File: src/rtl/icsr_pkg.sv
// Package: shared field positions and the decoded write command of the
// banked interrupt control register. Assumes a 32-bit data word.
package icsr_pkg;

    localparam int DATA_W       = 32;
    localparam int NBANK        = 2;   // index 1 = secure bank
    localparam int FIELD_W      = 9;   // width of both vector fields

    localparam int BIT_NMI_SET  = 31;
    localparam int BIT_NMI_CLR  = 30;
    localparam int BIT_SV_SET   = 28;
    localparam int BIT_SV_CLR   = 27;
    localparam int BIT_TICK_SET = 26;
    localparam int BIT_TICK_CLR = 25;
    localparam int PVEC_LSB     = 12;
    localparam int BIT_RTB      = 11;
    localparam int AVEC_LSB     = 0;

    // One write, decoded; NMI bits are still ungated by enable and mode
    typedef struct packed {
        logic tick_set;
        logic tick_clr;
        logic sv_set;
        logic sv_clr;
        logic nmi_set;
        logic nmi_clr_req;
    } wr_cmd_t;

endpackage

File: src/rtl/icsr_bus_decode.sv
// Module: icsr_bus_decode
// Decodes one register-port access into a read enable, an offset hit,
// a bank one-hot and a write command. Purely combinational. Assumes a
// single access per cycle with no wait states.
module icsr_bus_decode
    import icsr_pkg::*;
#(
    parameter int              ADDR_W     = 12,
    parameter logic [ADDR_W-1:0] REG_OFFSET = 12'hD04
) (
    input  logic              req_valid,
    input  logic              req_write,
    input  logic [ADDR_W-1:0] req_addr,
    input  logic [DATA_W-1:0] req_wdata,
    input  logic              req_secure,
    output logic              rd_en,
    output logic              hit,
    output logic [NBANK-1:0]  bank_sel,
    output wr_cmd_t           cmd
);

    logic wr_hit;
    logic wdata_unused;

    // Bits with no write meaning are folded away here
    assign wdata_unused = ^{req_wdata[29], req_wdata[24:0]};

    // Access classification
    always_comb begin
        hit    = req_valid && (req_addr == REG_OFFSET);
        rd_en  = req_valid && !req_write;
        wr_hit = hit && req_write;
    end

    // One-hot of the bank chosen by the access's secure attribute
    always_comb begin
        bank_sel             = '0;
        bank_sel[req_secure] = 1'b1;
    end

    // Write command fields, each qualified by a write to this register
    always_comb begin
        cmd.tick_set    = wr_hit && req_wdata[BIT_TICK_SET];
        cmd.tick_clr    = wr_hit && req_wdata[BIT_TICK_CLR];
        cmd.sv_set      = wr_hit && req_wdata[BIT_SV_SET];
        cmd.sv_clr      = wr_hit && req_wdata[BIT_SV_CLR];
        cmd.nmi_set     = wr_hit && req_wdata[BIT_NMI_SET];
        cmd.nmi_clr_req = wr_hit && !req_wdata[BIT_NMI_SET]
                                 && req_wdata[BIT_NMI_CLR];
    end

endmodule

File: src/rtl/icsr_pend_bank.sv
// Module: icsr_pend_bank
// Holds the timer and service pending flags of one security bank.
// Assumes all set and clear requests are single-cycle pulses. A set
// beats a clear of the same flag in the same cycle.
module icsr_pend_bank (
    input  logic clk,
    input  logic rst_n,
    input  logic set_tick,
    input  logic clr_tick,
    input  logic set_sv,
    input  logic clr_sv,
    output logic tick_pend,
    output logic sv_pend
);

    // Flag update with set priority
    always_ff @(posedge clk) begin
        if (!rst_n) begin
            tick_pend <= 1'b0;
            sv_pend   <= 1'b0;
        end else begin
            tick_pend <= set_tick | (tick_pend & ~clr_tick);
            sv_pend   <= set_sv   | (sv_pend   & ~clr_sv);
        end
    end

endmodule

File: src/rtl/icsr_nmi_ctrl.sv
// Module: icsr_nmi_ctrl
// Holds the single NMI pending flag. Software control is gated by the
// non-secure enable; the pend-clear path exists only when NEW_ARCH is 1.
// Assumes requests are single-cycle pulses; any set beats any clear.
module icsr_nmi_ctrl #(
    parameter bit NEW_ARCH = 1'b1
) (
    input  logic clk,
    input  logic rst_n,
    input  logic ns_en,
    input  logic wr_set,
    input  logic wr_clr_req,
    input  logic evt,
    input  logic ack,
    output logic nmi_pend,
    output logic nmi_vis
);

    logic sw_set;
    logic sw_clr;

    // Software set is honoured only while the enable is on
    assign sw_set = wr_set && ns_en;

    // Software clear exists only in the newer mode
    generate
        if (NEW_ARCH) begin : g_clr_path
            assign sw_clr = wr_clr_req && ns_en;
        end else begin : g_no_clr_path
            logic clr_unused;
            assign clr_unused = wr_clr_req;
            assign sw_clr     = 1'b0;
        end
    endgenerate

    // Pending flag with set priority
    always_ff @(posedge clk) begin
        if (!rst_n) begin
            nmi_pend <= 1'b0;
        end else begin
            nmi_pend <= (evt | sw_set) | (nmi_pend & ~(ack | sw_clr));
        end
    end

    // Flag as reported to software
    assign nmi_vis = nmi_pend && ns_en;

endmodule

File: src/rtl/icsr_read_mux.sv
// Module: icsr_read_mux
// Assembles the read word from the banked flags and the side inputs,
// and registers it, giving one cycle of read latency. Returns zero for
// offsets other than the register. Assumes VEC_W is at most FIELD_W.
module icsr_read_mux
    import icsr_pkg::*;
#(
    parameter int VEC_W   = 9,
    parameter int DEPTH_W = 4
) (
    input  logic               clk,
    input  logic               rst_n,
    input  logic               rd_en,
    input  logic               hit,
    input  logic               bank,
    input  logic [NBANK-1:0]   tick_pend,
    input  logic [NBANK-1:0]   sv_pend,
    input  logic               nmi_vis,
    input  logic [VEC_W-1:0]   active_vec,
    input  logic [VEC_W-1:0]   pend_vec,
    input  logic [DEPTH_W-1:0] active_depth,
    output logic               rd_valid,
    output logic [DATA_W-1:0]  rd_data
);

    logic [DATA_W-1:0] word;
    logic              ret_base;

    // Return goes to base level when at most one exception is active
    assign ret_base = (active_depth <= DEPTH_W'(1));

    // Word assembly; unlisted bits stay zero
    always_comb begin
        word                          = '0;
        word[BIT_NMI_SET]             = nmi_vis;
        word[BIT_SV_SET]              = sv_pend[bank];
        word[BIT_TICK_SET]            = tick_pend[bank];
        word[PVEC_LSB +: FIELD_W]     = FIELD_W'(pend_vec);
        word[BIT_RTB]                 = ret_base;
        word[AVEC_LSB +: FIELD_W]     = FIELD_W'(active_vec);
    end

    // Registered read response
    always_ff @(posedge clk) begin
        if (!rst_n) begin
            rd_valid <= 1'b0;
            rd_data  <= '0;
        end else begin
            rd_valid <= rd_en;
            rd_data  <= (rd_en && hit) ? word : '0;
        end
    end

endmodule

File: src/rtl/icsr_banked.sv
// Module: icsr_banked (top)
// Interrupt control and state register with secure and non-secure banks
// of timer and service pending flags plus a gated NMI pending flag.
// Assumes one access per cycle, synchronous active-low reset, and that
// vector numbers and nesting depth come from the surrounding controller.
module icsr_banked
    import icsr_pkg::*;
#(
    parameter int                ADDR_W     = 12,
    parameter logic [ADDR_W-1:0] REG_OFFSET = 12'hD04,
    parameter int                VEC_W      = 9,
    parameter int                DEPTH_W    = 4,
    parameter bit                NEW_ARCH   = 1'b1
) (
    input  logic               clk,
    input  logic               rst_n,
    input  logic               req_valid,
    input  logic               req_write,
    input  logic [ADDR_W-1:0]  req_addr,
    input  logic [31:0]        req_wdata,
    input  logic               req_secure,
    input  logic               nmi_ns_en,
    input  logic [VEC_W-1:0]   active_vec,
    input  logic [VEC_W-1:0]   pend_vec,
    input  logic [DEPTH_W-1:0] active_depth,
    input  logic [1:0]         tick_evt,
    input  logic [1:0]         tick_ack,
    input  logic [1:0]         sv_ack,
    input  logic               nmi_evt,
    input  logic               nmi_ack,
    output logic               rd_valid,
    output logic [31:0]        rd_data,
    output logic [1:0]         tick_pend,
    output logic [1:0]         sv_pend,
    output logic               nmi_pend
);

    logic             rd_en;
    logic             hit;
    logic [NBANK-1:0] bank_sel;
    wr_cmd_t          cmd;
    logic             nmi_vis;

    // Access decode
    icsr_bus_decode #(
        .ADDR_W     (ADDR_W),
        .REG_OFFSET (REG_OFFSET)
    ) decode_i (
        .req_valid  (req_valid),
        .req_write  (req_write),
        .req_addr   (req_addr),
        .req_wdata  (req_wdata),
        .req_secure (req_secure),
        .rd_en      (rd_en),
        .hit        (hit),
        .bank_sel   (bank_sel),
        .cmd        (cmd)
    );

    // One pending bank per security state
    generate
        for (genvar b = 0; b < NBANK; b++) begin : g_bank
            icsr_pend_bank bank_i (
                .clk       (clk),
                .rst_n     (rst_n),
                .set_tick  (tick_evt[b] | (cmd.tick_set & bank_sel[b])),
                .clr_tick  (tick_ack[b] | (cmd.tick_clr & bank_sel[b])),
                .set_sv    (cmd.sv_set & bank_sel[b]),
                .clr_sv    (sv_ack[b]  | (cmd.sv_clr  & bank_sel[b])),
                .tick_pend (tick_pend[b]),
                .sv_pend   (sv_pend[b])
            );
        end
    endgenerate

    // NMI pending state
    icsr_nmi_ctrl #(
        .NEW_ARCH (NEW_ARCH)
    ) nmi_i (
        .clk        (clk),
        .rst_n      (rst_n),
        .ns_en      (nmi_ns_en),
        .wr_set     (cmd.nmi_set),
        .wr_clr_req (cmd.nmi_clr_req),
        .evt        (nmi_evt),
        .ack        (nmi_ack),
        .nmi_pend   (nmi_pend),
        .nmi_vis    (nmi_vis)
    );

    // Read word and response register
    icsr_read_mux #(
        .VEC_W   (VEC_W),
        .DEPTH_W (DEPTH_W)
    ) rmux_i (
        .clk          (clk),
        .rst_n        (rst_n),
        .rd_en        (rd_en),
        .hit          (hit),
        .bank         (req_secure),
        .tick_pend    (tick_pend),
        .sv_pend      (sv_pend),
        .nmi_vis      (nmi_vis),
        .active_vec   (active_vec),
        .pend_vec     (pend_vec),
        .active_depth (active_depth),
        .rd_valid     (rd_valid),
        .rd_data      (rd_data)
    );

endmodule

File: config.mk
export PLATFORM = sky130hd
export DESIGN_NAME = icsr_banked
export DESIGN_NICKNAME = d
export VERILOG_FILES = /design/src/rtl/icsr_pkg.sv /design/src/rtl/icsr_bus_decode.sv /design/src/rtl/icsr_pend_bank.sv /design/src/rtl/icsr_nmi_ctrl.sv /design/src/rtl/icsr_read_mux.sv /design/src/rtl/icsr_banked.sv
export SDC_FILE = /design/constraint.sdc
export NUM_CORES = 1
export LEC_CHECK = 0
export ABC_AREA = 1
export BUFFER_PORTS_ARGS = -buffer_cell sky130_fd_sc_hd__buf_2
export CAP_MARGIN = 20
export CORE_ASPECT_RATIO = 1.4
export CORE_UTILIZATION = 35
export DETAILED_ROUTE_END_ITERATION = 16
export PLACE_DENSITY = 0.78
export SLEW_MARGIN = 5
export SYNTH_ARGS = -nofsm -noshare
export SYNTH_HDL_FRONTEND = slang
export SYNTH_SLANG_ARGS = --single-unit
export TNS_END_PERCENT = 30
File: constraint.sdc
create_clock -name clk -period 1.4 [get_ports clk]
set_input_delay 0.35 -clock clk [delete_from_list [all_inputs] [get_ports clk]]
set_output_delay 0.35 -clock clk [all_outputs]
set_load 0.01 [all_outputs]
Word-level counts from Yosys, hierarchy flattened

Index checks and enable logic that the tools add are counted.
W data, S select, Z words.

Input bits: 80
Register bits after elaboration: 38
Word-level logic and storage cells: 67
Output and inout port bits: 38
RAM bits: 0
Bits in latches: 0
Memories: 0
Bits in read-only memories: 0

Reduce and logical (&&, ||, !) cells: 18
Div/mod/pow operators: 0
Multiplexer cells: 6
Magnitude comparators: 3
Bitwise logic cells: 31
Equal/unequal tests: 1
Shift-type cells: 0
Multipliers: 0
$add $sub $neg: 0

Operators by type and width:

| kind                   | number |
|---|---|
| $logic_and A1 B1 Y1    | 15 |
| $and A1 B1 Y1          | 13 |
| $or A1 B1 Y1           | 13 |
| $eq A12 B12 Y1 const B | 1 |
| $mux W1                | 5 |
| $not A1 Y1             | 5 |
| $le A4 B1 Y1 const B   | 1 |
| $logic_not A1 Y1       | 2 |
| $lt A1 B2 Y1 const B   | 1 |
| $reduce_and A2 Y1      | 1 |
| $demux W1 S1           | 1 |
| $ge A1 B1 Y1 const B   | 1 |

Longest topological paths before layout

Depth in word-level cells: 10
Depth in mapped cells: 9

Cells and area by module

From an unflattened synthesis, not the netlist that was laid out.

Cell total of the unflattened synthesis: 174
Area total of the unflattened synthesis: 1208.7 um^2

Modules (own cells, without submodules):

| module          | seq. area each (um^2) | cells an instance | times used | area each (um^2) |
|---|---|---|---|---|
| icsr_read_mux   | 460.4                 | 88                | 1          | 773.2 |
| icsr_pend_bank  | 40.0                  | 11                | 2          | 76.3 |
| icsr_bus_decode | 0.0                   | 33                | 1          | 146.4 |
| icsr_banked     | 0.0                   | 22                | 1          | 82.6 |
| icsr_nmi_ctrl   | 20.0                  | 9                 | 1          | 53.8 |

Worst setup path before layout

No wires, ideal clock.

Path kind: input port to flip-flop
From: input req_addr[7]
To: register g_bank[1].bank_i.sv_pend
Required time: 1.282 ns
Path slack: 0.303 ns
Buffers on the path: 0
Arrival time: 0.979 ns
Stages on the path: 8
Library setup time: 0.118 ns
Cell sequence: nor2_2 -> nand2_2 -> nor2_4 -> nand2_2 -> nor2_4 -> nand3_1 -> nand2_1 -> a21oi_1

Cells in the longest elaborated chain, start to end: 9
Elaborated cells between the ends (all ways): 11

RTL lines:

| what                    | line                  | source |
|---|---|---|
| start: declaration      | icsr_banked.sv:19     | `input logic [ADDR_W-1:0] req_addr,` |
| $eq A12 B12 Y1 (*)      | icsr_bus_decode.sv:30 | `hit = req_valid && (req_addr == REG_OFFSET);` |
| $logic_and A1 B1 Y1 (*) | icsr_bus_decode.sv:30 |  |
| $logic_and A1 B1 Y1 (*) | icsr_bus_decode.sv:32 | `wr_hit = hit && req_write;` |
| $logic_and A1 B1 Y1     | icsr_bus_decode.sv:46 | `cmd.sv_clr = wr_hit && req_wdata[BIT_SV_CLR];` |
| $and A1 B1 Y1           | icsr_banked.sv:69     | `.clr_sv (sv_ack[b] \| (cmd.sv_clr & bank_sel[b])),` |
| $or A1 B1 Y1            | icsr_banked.sv:69     |  |
| $not A1 Y1              | icsr_pend_bank.sv:23  | `sv_pend <= set_sv \| (sv_pend & ~clr_sv);` |
| $and A1 B1 Y1           | icsr_pend_bank.sv:23  |  |
| $or A1 B1 Y1 (*)        | icsr_pend_bank.sv:23  |  |
| end signal: assignment  | icsr_pend_bank.sv:23  |  |
| end: declaration        | icsr_pend_bank.sv:13  | `output logic sv_pend` |

Mark *: on every way between the ends. The rest lies on a longest branch, timed or not.
A chain may end at the register's enable or synchronous reset.

Worst setup path in the final report

From: register g_bank[1].bank_i.tick_pend
To: output tick_pend[1]

RTL lines:

| what                     | line                 | source |
|---|---|---|
| start: declaration       | icsr_pend_bank.sv:12 | `output logic tick_pend,` |
| start signal: assignment | icsr_pend_bank.sv:22 | `tick_pend <= set_tick \| (tick_pend & ~clr_tick);` |
| end: declaration         | icsr_banked.sv:33    | `output logic [1:0] tick_pend,` |

No word-level cell between the ends.

==> impl_metrics.csv <==
group,metric,value,unit
finish,area_growth,37.3,%
pwr,p_sw_frac,0.216,
routing,wl_per_cell,8.53,µm
finish,drive_gt1_frac,0.408,
worst_setup_path,crit_type,"flip-flop to output port",
sta,fin_crit_sh,0.807,
pwr,combinationalPowerShare,0.108,
routing,drt_iter0_markers,27,
pwr,p_clk_frac,0.332,
sta,skew,0.000403,ns
routing,maxUsedRoutingLayer,"met4",
worst_setup_path,worstReg2RegStart,"g_bank[1].bank_i.tick_pend",
worst_hold_path,holdPathEnd,"rmux_i.rd_data[11]",
sta,setup_tns,0,ns
routing,dr_wl_met2,1220,µm
finish,fin_nets,319,
synthesis,yosysSeqAreaShare,0.475,
worst_setup_path,worst-endpoint-arrival,0.78,ns
worst_hold_path,worstHoldPathType,"input port to flip-flop",
job,drv_cap,0,
global_route,grt_pass1_wl,3810,µm
place,place_area,1570,µm²
worst_hold_path,min-delay-start,"active_depth[3]",
finish,final_cell_mix,"buf_2, nor2_1, inv_1",
clock_tree,cts_buffers,3,
floorplan,initial_core_util,0.375,
routing,ant_nets,0,
worst_setup_path,r2r-end,"g_bank[1].bank_i.tick_pend",
synthesis,synth_warnings,0,
routing,vias,1110,
finish,fin_util,0.514,
worst_hold_path,hold_depth,2,
worst_setup_path,cp_slowest_cell,"dfxtp_1",
worst_setup_path,cp-start-kind,"flip-flop",
clock_tree,post_cts_resize_count,0,
clock_tree,htree_levels,1,
pwr,ir_worst_vdd,0.000579,V
routing,drt-met1-wl,913,µm
routing,first_pass_iters,4,
floorplan,die_area,3610,µm²
pwr,p_leak,0.938,nW
pwr,p_per_area,887,nW/µm²
pwr,power_frac_seq,0.561,
sta,max_freq,885,MHz
floorplan,dieWidth,51.1,µm
synthesis,synth.distinct_cells,15,
finish,fillCellCount,323,
sta,setup_viol,0,
global_route,grt_max_degree,16,
clock_tree,clock_sinks,28,
finish,antenna_cells,0,
place,place_congestion,0.737,
clock_tree,cts_hold_buf,0,
finish,stdcell_area,1620,µm²
worst_setup_path,crit_family,"flip-flops",
global_route,track_usage,0.134,
finish,final_common_cell,"buf_2",
pwr,power,1.44,mW
sta,min_period,1.13,ns
sta,hold_violations,0,
global_route,antenna_found_initial,0,
worst_setup_path,r2r_slack,0.65,ns
pwr,p_int,1.13,mW
routing,via_per_inst,4.01,
clock_tree,clk_pin_slew,0.09,ns
place,io_buffers,80,
worst_setup_path,ff2ff_path_depth,4,
clock_tree,insertion_delay,0.27,ns
worst_setup_path,end_kind,"output port",
clock_tree,post_cts_buffers,0,
clock_tree,cts_buffer_depth,2,
pwr,switchingPower,311,µW
synthesis,synth_area,1180,µm²
synthesis,netlist_instances,159,
routing,routed_wl,2360,µm
routing,wl_met3,187,µm
routing,drcViolationCount,0,
global_route,grt_overflow,0,
floorplan,rows,24,
floorplan,ios,118,
clock_tree,root_buffer,"clkbuf_8",
synthesis,synth-seq-cells,28,
sta,rsz0062_at_grt,"no",
place,hpwlAfterDp,1990,µm
floorplan,core,3150,µm²
clock_tree,cts_tree,"yes",
floorplan,die_h,70.7,µm
worst_setup_path,path_max_fanout,3,
worst_setup_path,critPathRequiredTime,1.05,ns
worst_setup_path,critPathMaxStageDelay,0.37,ns
global_route,first_global_vias,1004,
status,outcome,"complete, no violations",
worst_setup_path,worstPathCellList,"buf_2",
synthesis,avgSynthCellArea,7.43,µm²
worst_setup_path,path_buf_inv,1,
sta,timing.final.max_slew_violations,0,
## state kept, by name, indices dropped and copies added (netlist names)
| register | flops |
|---|---|
| rmux_i.rd_valid | 1 |
| rmux_i.rd_data | 22 |
| nmi_i.nmi_pend | 1 |
| g_bank.bank_i.sv_pend | 2 |
| g_bank.bank_i.tick_pend | 2 |
## layer usage
metal,vias to the layer above,track usage
li1,602,-
met1,446,0.137
met2,58,0.265
met3,4,0.0108
met4,0,0.0556
met5,-,0
## stage by stage
| step | hold slack [ns] | setup slack (ns) | instances |
|---|---|---|---|
| floorplan | 0.426 | 0.303 | 168 |
| global placement | 0.440 | 0.0473 | 273 |
| detailed placement | 0.449 | 0.0195 | 273 |
| CTS | 0.247 | 0.264 | 277 |
| global route | 0.245 | 0.227 | 277 |
| finish | 0.248 | 0.270 | 277 |
## synth_stat cells
library cell | instances | area share
buf_4 | 14 | 0.089
inv_1 | 32 | 0.10
a21oi_1 | 7 | 0.030
nand3_1 | 4 | 0.017
nand4_1 | 5 | 0.026
nor2_1 | 40 | 0.13
conb_1 | 1 | 0.0032
nand3_2 | 1 | 0.0085
dfxtp_1 | 28 | 0.47
nand2_2 | 3 | 0.016
buf_2 | 3 | 0.013
nand2_1 | 14 | 0.044
nor2_2 | 3 | 0.016
nor2_4 | 3 | 0.029
nor4_1 | 1 | 0.0053
## area by class of cell
| cell class | instances | area (µm²) | area share |
|---|---|---|---|
| Clock buffer | 4 | 55.1 | 0.0340 |
| Inverter | 32 | 120 | 0.0741 |
| Multi-Input combinational cell | 91 | 414 | 0.255 |
| Sequential cell | 28 | 561 | 0.346 |
| Tap cell | 39 | 48.8 | 0.0301 |
| Timing Repair Buffer | 83 | 423 | 0.261 |
## worst max-delay path by stage
stage                                     startpoint                    endpoint  slack [ns]  cells past startpoint
after global routing                     req_addr[9]              nmi_i.nmi_pend        0.23                      9
final                     g_bank[1].bank_i.tick_pend                tick_pend[1]        0.27                      1
after CTS                 g_bank[1].bank_i.tick_pend                tick_pend[1]        0.26                      1
after detailed placement                 req_addr[9]  g_bank[0].bank_i.tick_pend        0.02                      9
after global placement                   req_addr[9]  g_bank[0].bank_i.tick_pend        0.05                      9
after floorplan                          req_addr[7]    g_bank[1].bank_i.sv_pend        0.30                      8
## logic make-up (layout without fill, tap and decap cells)
group | after synthesis | after routing | synth area share
AND/OR/NAND/NOR | 74 | 74 | 0.289
flip-flops | 28 | 28 | 0.475
other | 1 | 10 | 0.00317
buffers and inverters | 49 | 119 | 0.203
AO/OA/AOI/OAI | 7 | 7 | 0.0297
## power by group through the flow
| stage | clock, mW | combinational [mW] | sequential (mW) |
|---|---|---|---|
| final | 0.477 | 0.155 | 0.806 |
| after global routing | 0.517 | 0.176 | 0.807 |
| after CTS | 0.499 | 0.156 | 0.806 |
| after detailed placement | 0 | 0.155 | 0.825 |
| after global placement | 0 | 0.153 | 0.825 |
| after floorplan | 0 | 0.0901 | 0.826 |
(Power assumes the default switching activity.)
